### config.mk
export PLATFORM = sky130hd
export DESIGN_NAME = knockout_concentrator
export DESIGN_NICKNAME = d
export VERILOG_FILES = /design/src/rtl/knockout_concentrator.sv
export SDC_FILE = /design/constraint.sdc
export NUM_CORES = 1
export LEC_CHECK = 0
export ABC_AREA = 1
export BUFFER_PORTS_ARGS = -buffer_cell sky130_fd_sc_hd__buf_2
export CAP_MARGIN = 20
export CORE_ASPECT_RATIO = 0.6
export CORE_MARGIN = 5
export CORE_UTILIZATION = 35
export DETAILED_ROUTE_END_ITERATION = 10
export PLACE_DENSITY_LB_ADDON = 0.08
export SLEW_MARGIN = 40
export SYNTH_ARGS = -nofsm -noshare
export SYNTH_HDL_FRONTEND = slang
export SYNTH_SLANG_ARGS = --single-unit
### constraint.sdc
create_clock -name clk -period 27.4 [get_ports clk]
set_clock_uncertainty 0.05 [all_clocks]
set_input_delay 1.37 -clock clk [delete_from_list [all_inputs] [get_ports clk]]
set_output_delay 1.37 -clock clk [all_outputs]
set_load 0.01 [all_outputs]
### src/rtl/knockout_concentrator.sv
module knockout_concentrator #(
  parameter int N_IN       = 8,
  parameter int L_LANES    = 4,
  parameter int FIFO_DEPTH = 4,
  parameter int PAY_W      = 16,
  parameter int DEST_W     = 3,
  parameter int CNT_W      = 16
) (
  input  logic                     clk,
  input  logic                     rst_n,
  input  logic [DEST_W-1:0]        my_addr,
  input  logic [N_IN-1:0]          in_valid,
  input  logic [N_IN*DEST_W-1:0]   in_dest,
  input  logic [N_IN*PAY_W-1:0]    in_pay,
  output logic                     out_valid,
  output logic [PAY_W-1:0]         out_pay,
  output logic [CNT_W-1:0]         lost_count
);

  localparam int LW = (L_LANES > 1) ? $clog2(L_LANES) : 1;
  localparam int DW = (FIFO_DEPTH > 1) ? $clog2(FIFO_DEPTH) : 1;
  localparam int CW = $clog2(FIFO_DEPTH + 1);
  localparam int NW = $clog2(N_IN + 1);

  logic [N_IN-1:0]    hit;
  logic [CW-1:0]      cnt  [L_LANES];
  logic [PAY_W-1:0]   head [L_LANES];
  logic [L_LANES-1:0] lane_any;
  logic [L_LANES-1:0] lane_we;
  logic [PAY_W-1:0]   lane_wd [L_LANES];
  logic [NW-1:0]      drop_n;
  logic [LW-1:0]      wr_adv;
  logic [LW-1:0]      wr_ptr, rd_ptr;
  logic               rd_en;

  for (genvar i = 0; i < N_IN; i++) begin : g_filter
    assign hit[i] = in_valid[i] && (in_dest[i*DEST_W +: DEST_W] == my_addr);
  end

  always_comb begin
    logic [NW-1:0] taken;
    logic          blocked;
    logic [LW-1:0] lane;
    taken   = '0;
    blocked = 1'b0;
    lane    = '0;
    lane_we = '0;
    drop_n  = '0;
    wr_adv  = '0;
    for (int k = 0; k < L_LANES; k++) lane_wd[k] = '0;
    for (int i = 0; i < N_IN; i++) begin
      if (hit[i]) begin
        if (taken >= NW'(L_LANES) || blocked) begin
          drop_n = drop_n + 1'b1;
        end else begin
          lane = LW'(wr_ptr + wr_adv);
          if (cnt[lane] == CW'(FIFO_DEPTH)) begin
            blocked = 1'b1;
            drop_n  = drop_n + 1'b1;
          end else begin
            lane_we[lane] = 1'b1;
            lane_wd[lane] = in_pay[i*PAY_W +: PAY_W];
            wr_adv        = wr_adv + 1'b1;
          end
        end
        taken = taken + 1'b1;
      end
    end
  end

  assign rd_en = (cnt[rd_ptr] != '0);

  for (genvar k = 0; k < L_LANES; k++) begin : g_lane
    logic [PAY_W-1:0] mem [FIFO_DEPTH];
    logic [DW-1:0]    wp, rp;
    logic             pop;
    assign pop         = rd_en && (rd_ptr == LW'(k));
    assign head[k]     = mem[rp];
    assign lane_any[k] = (cnt[k] != '0);

    always_ff @(posedge clk) begin
      if (lane_we[k]) mem[wp] <= lane_wd[k];
    end

    always_ff @(posedge clk) begin
      if (!rst_n) begin
        wp     <= '0;
        rp     <= '0;
        cnt[k] <= '0;
      end else begin
        if (lane_we[k]) wp <= DW'(wp + 1'b1);
        if (pop)        rp <= DW'(rp + 1'b1);
        cnt[k] <= cnt[k] + CW'(lane_we[k]) - CW'(pop);
      end
    end
  end

  always_ff @(posedge clk) begin
    if (!rst_n) begin
      wr_ptr     <= '0;
      rd_ptr     <= '0;
      out_valid  <= 1'b0;
      out_pay    <= '0;
      lost_count <= '0;
    end else begin
      wr_ptr     <= LW'(wr_ptr + wr_adv);
      out_valid  <= rd_en;
      lost_count <= lost_count + CNT_W'(drop_n);
      if (rd_en) begin
        out_pay <= head[rd_ptr];
        rd_ptr  <= LW'(rd_ptr + 1'b1);
      end
    end
  end

endmodule

==> summary.md <==
| Metric | Value |
|---|---|
| Post-detail-place hpwl | `around 56000 um` |
| Max_cap viols | `0` |
| GPL Wtd Cong | `between 0.9 and 1` |
| Avg Cell Area, Syn | `between 8 and 9 sq um` |
| Worst hold path type | `reg -> reg` |
| 1st-iter DRT viols | `between 1500 and 2000` |
| CTS Buf Count | `35` |
| Reg area | `9190 sq um` |
| WP data arrival | `between 10 and 15 ns` |
| Vias in the first global route | `approximately 18000` |
| Detailed-route wire length per cell | `22.8 um` |
| Most used cell, CP | `nand2_1` |
| CTS Buffer Depth | `3` |
| Synth top area share | `between 30% and 40%` |
| Die area | `around 65000 sq um` |
| Worst-path clk slew | `0.06 ns` |
| Bufs and invs on worst path | `19` |
| Worst Path Max Fanout | `16` |
| Worst setup path category | `in -> reg` |
| PwrDens | `between 80 and 90 nW/um^2` |
| Status | `completed` |
| Area leader, netlist | `edfxtp_1` |
| Final hold vios | `0` |
| RSZ-0062 raised after global routing | `false` |
| Least-Margin Pin Slew | `between 1 and 1.5 ns` |
| Layout cells sized above 1 | `between 15 and 20%` |
| Seq cells post-synth | `approximately 330` |
| Main flop type after synthesis | `edfxtp_1` |
| Crit-path slowest cell | `ha_1` |
| Startpoint types | `primary input` |
| Synthesized instance count | `2430` |
| Syn nets | `2650` |
| Post-CTS sizing | `0` |
| IO Port Bufs | `around 200` |
| Antenna Diode Count | `0` |
| Nature of the critical path endpoint | `flop` |
| Leak Pwr | `a little over 0.009 uW` |
| Nets | `2760` |
| # fillers | `roughly 6000` |
| F_max | `slightly below 70 MHz` |
| Hold_buf cts | `0` |
| Period utilization | `a little over half` |
| Post-synth cell types | `56` |
| Largest net degree at the start of global routing | `63` |
| Fin crit period | `between 10 and 15 ns` |
| Final Hold Slack | `~0.40 ns` |
| Register share of total power | `about 33%` |
| IO Pins | `198` |
| Vias per Instance | `5.70` |
| Congestion Overflow GR | `0` |
| P_int | `1180 uW` |
| Clk sinks | `approximately 330` |
| Post-CTS Setup Inserts | `0` |
| Number of synthesized flops with an enable pin | `roughly 260` |
| Finish-stage setup viols | `0` |
| Worst stage delay on the critical path | `about 0.62 ns` |
| Seq/Total Area, Yosys | `about 44%` |
| Final ANT Viol Nets | `0` |
| DRT Pass-1 Iters | `5` |
| Net Switching | `just over 900 uW` |
| Synth warn | `0` |
| First-pass GRT wire length | `~110000 um` |
| Final wirelength | `76400 um` |
| Core Area | `59100 sq um` |
| Async SR Flop Fraction | `0%` |
| Combinational Power Share | `around 45%` |
| Root Buffer | `clkbuf_16` |
| Multi-input gate area | `around 10000 sq um` |
| TritonCTS clock tree | `done` |
| TNS Setup | `0 ns` |
| Clk_lat worst skew | `between 0.5 and 0.6 ns` |
| Req. time, crit path | `about 28 ns` |
| Row count | `69` |
| Worst vdd ir | `0.0341 mV` |
| Final Max Slew Viols | `0` |
| Vias | `between 15000 and 20000` |
| Residual DRC | `0` |
| Die width | `325 um` |
| H-tree Lvls | `2` |
| Initial antenna violation count | `4` |
| Initial Utilization | `35.3%` |
| Total track usage | `between 20% and 30%` |
| Die Y | `199 um` |
| Cell class contributing the biggest share of worst-path delay | `simple AND/OR/NAND/NOR gates` |
| Top post-synthesis cells by area | `edfxtp_1 (37%), o211ai_1 (12%), dfxtp_1 (7.2%)` |
| Synth Cell Area | `20800 sq um` |
| P&R area growth vs syn | `13.3%` |
| Clock group share of total power | `22.2%` |
| Sw Share | `43.7%` |
| Slew margin rel. | `roughly a third` |
[power groups by stage]
stage	sequential (uW)	combinational [uW]	clock, uW
final	696	936	465
after CTS	696	923	475
after global placement	706	902	0
after global routing	704	1030	496
after detailed placement	706	921	0
after floorplan	693	610	0
[cells in the final DEF, fill, tap and decap left out, types with 17 or more instances in the layout]
cell type / Yosys / routed
nand3_1: 111 / 107
o32ai_1: 17 / 17
nand2_1: 349 / 347
o21ai_0: 207 / 207
xor2_1: 18 / 18
mux2i_1: 23 / 23
o41ai_1: 24 / 24
ha_1: 50 / 50
clkbuf_16: 0 / 35
dfxtp_1: 75 / 72
nand4_1: 27 / 27
o211ai_1: 324 / 324
buf_4: 9 / 29
inv_2: 25 / 29
buf_2: 15 / 197
inv_1: 264 / 261
o221ai_1: 60 / 60
a21oi_1: 36 / 36
nand3_2: 15 / 17
edfxtp_1: 256 / 256
nand2_2: 23 / 25
o21ai_1: 67 / 62
nor2_1: 212 / 198
[cell usage after synthesis, types with 5 or more instances]
| cell | number |
|---|---|
| inv_1 | 264 |
| dfxtp_1 | 75 |
| nand3_1 | 111 |
| nand4_1 | 27 |
| o21ai_1 | 67 |
| o211ai_1 | 324 |
| inv_2 | 25 |
| buf_2 | 15 |
| nor3_1 | 9 |
| o41ai_1 | 24 |
| nand2_4 | 6 |
| fa_1 | 5 |
| o21ai_0 | 207 |
| nand3_2 | 15 |
| nor2_1 | 212 |
| o32ai_1 | 17 |
| buf_4 | 9 |
| xnor2_1 | 15 |
| nor2_2 | 5 |
| nand2_1 | 349 |
| nand2_2 | 23 |
| clkbuf_1 | 120 |
| mux2i_1 | 23 |
| edfxtp_1 | 256 |
| nand3_4 | 10 |
| xor2_1 | 18 |
| o221ai_1 | 60 |
| o22ai_1 | 9 |
| a21oi_1 | 36 |
| ha_1 | 50 |
[final timing paths]
path                             start                   endpoint  slack [ns]  cells after the start
min          lost_count[15]$_SDFF_PN0_  lost_count[15]$_SDFF_PN0_        0.40                      1
max reg2reg       wr_ptr[1]$_SDFF_PN0_  lost_count[15]$_SDFF_PN0_       13.33                    105
min reg2reg  lost_count[15]$_SDFF_PN0_  lost_count[15]$_SDFF_PN0_        0.40                      1
max                         my_addr[2]  lost_count[15]$_SDFF_PN0_       13.04                    103
[final cells by class]
class / count / share of cell area, %
sequential: 331 / 38.9
tap: 781 / 4.14
clock buffer: 51 / 4.11
clock inverter: 12 / 0.541
inverter: 294 / 4.68
timing repair buffer: 226 / 5.10
multi-input combinational: 1652 / 42.5
[flip-flops by register name, indices dropped and copies added (netlist names), named ones only]
signal and count:
out_valid 1, lost_count 16, g_lane.wp 8, cnt 12, rd_ptr 2, out_pay 16
wr_ptr 2, g_lane.rp 8, g_lane.mem 256
[routing by layer]
| metal | routed length [um] | part of all wire, % | track usage [%] |
|---|---|---|---|
| met1 | 38000 | 50 | 35.8 |
| met5 | 0 | 0 | 0 |
| met2 | 32300 | 42 | 34.7 |
| met3 | 5290 | 6.9 | 2.80 |
| met4 | 794 | 1.0 | 3.20 |
[cell families after synthesis]
family / after synthesis / share of synthesized area [%]
compound gates: 758 / 24.2
xor+xnor: 34 / 1.47
fa+ha+maj: 55 / 3.48
buf+inv: 447 / 8.48
flops: 331 / 44.1
mux: 23 / 1.10
simple gates: 782 / 17.2
[through the flow]
stage | util (%) | total power, uW | area (sq um) | std cells | setup slack (ns)
after floorplan | - | 1300 | 20800 | 2430 | 14.49
after global placement | 37.9 | 1610 | 22400 | 3284 | 13.31
after CTS | 39.9 | 2090 | 23600 | 3347 | 13.25
final | 40.0 | 2100 | 23600 | 3347 | 13.04
after global routing | 40.0 | 2230 | 23600 | 3347 | 11.49
after detailed placement | 38.1 | 1630 | 22500 | 3284 | 12.71
[worst reg2reg max path, delay by kind of cell (launching register included)]
family          cells  cell delay, ns
buf+inv            20            1.93
simple gates       64            7.12
xor+xnor            6            1.44
fa+ha+maj           7            2.27
compound gates      8            0.92
flops               1            0.31
Power figures use the tool's default switching activity.
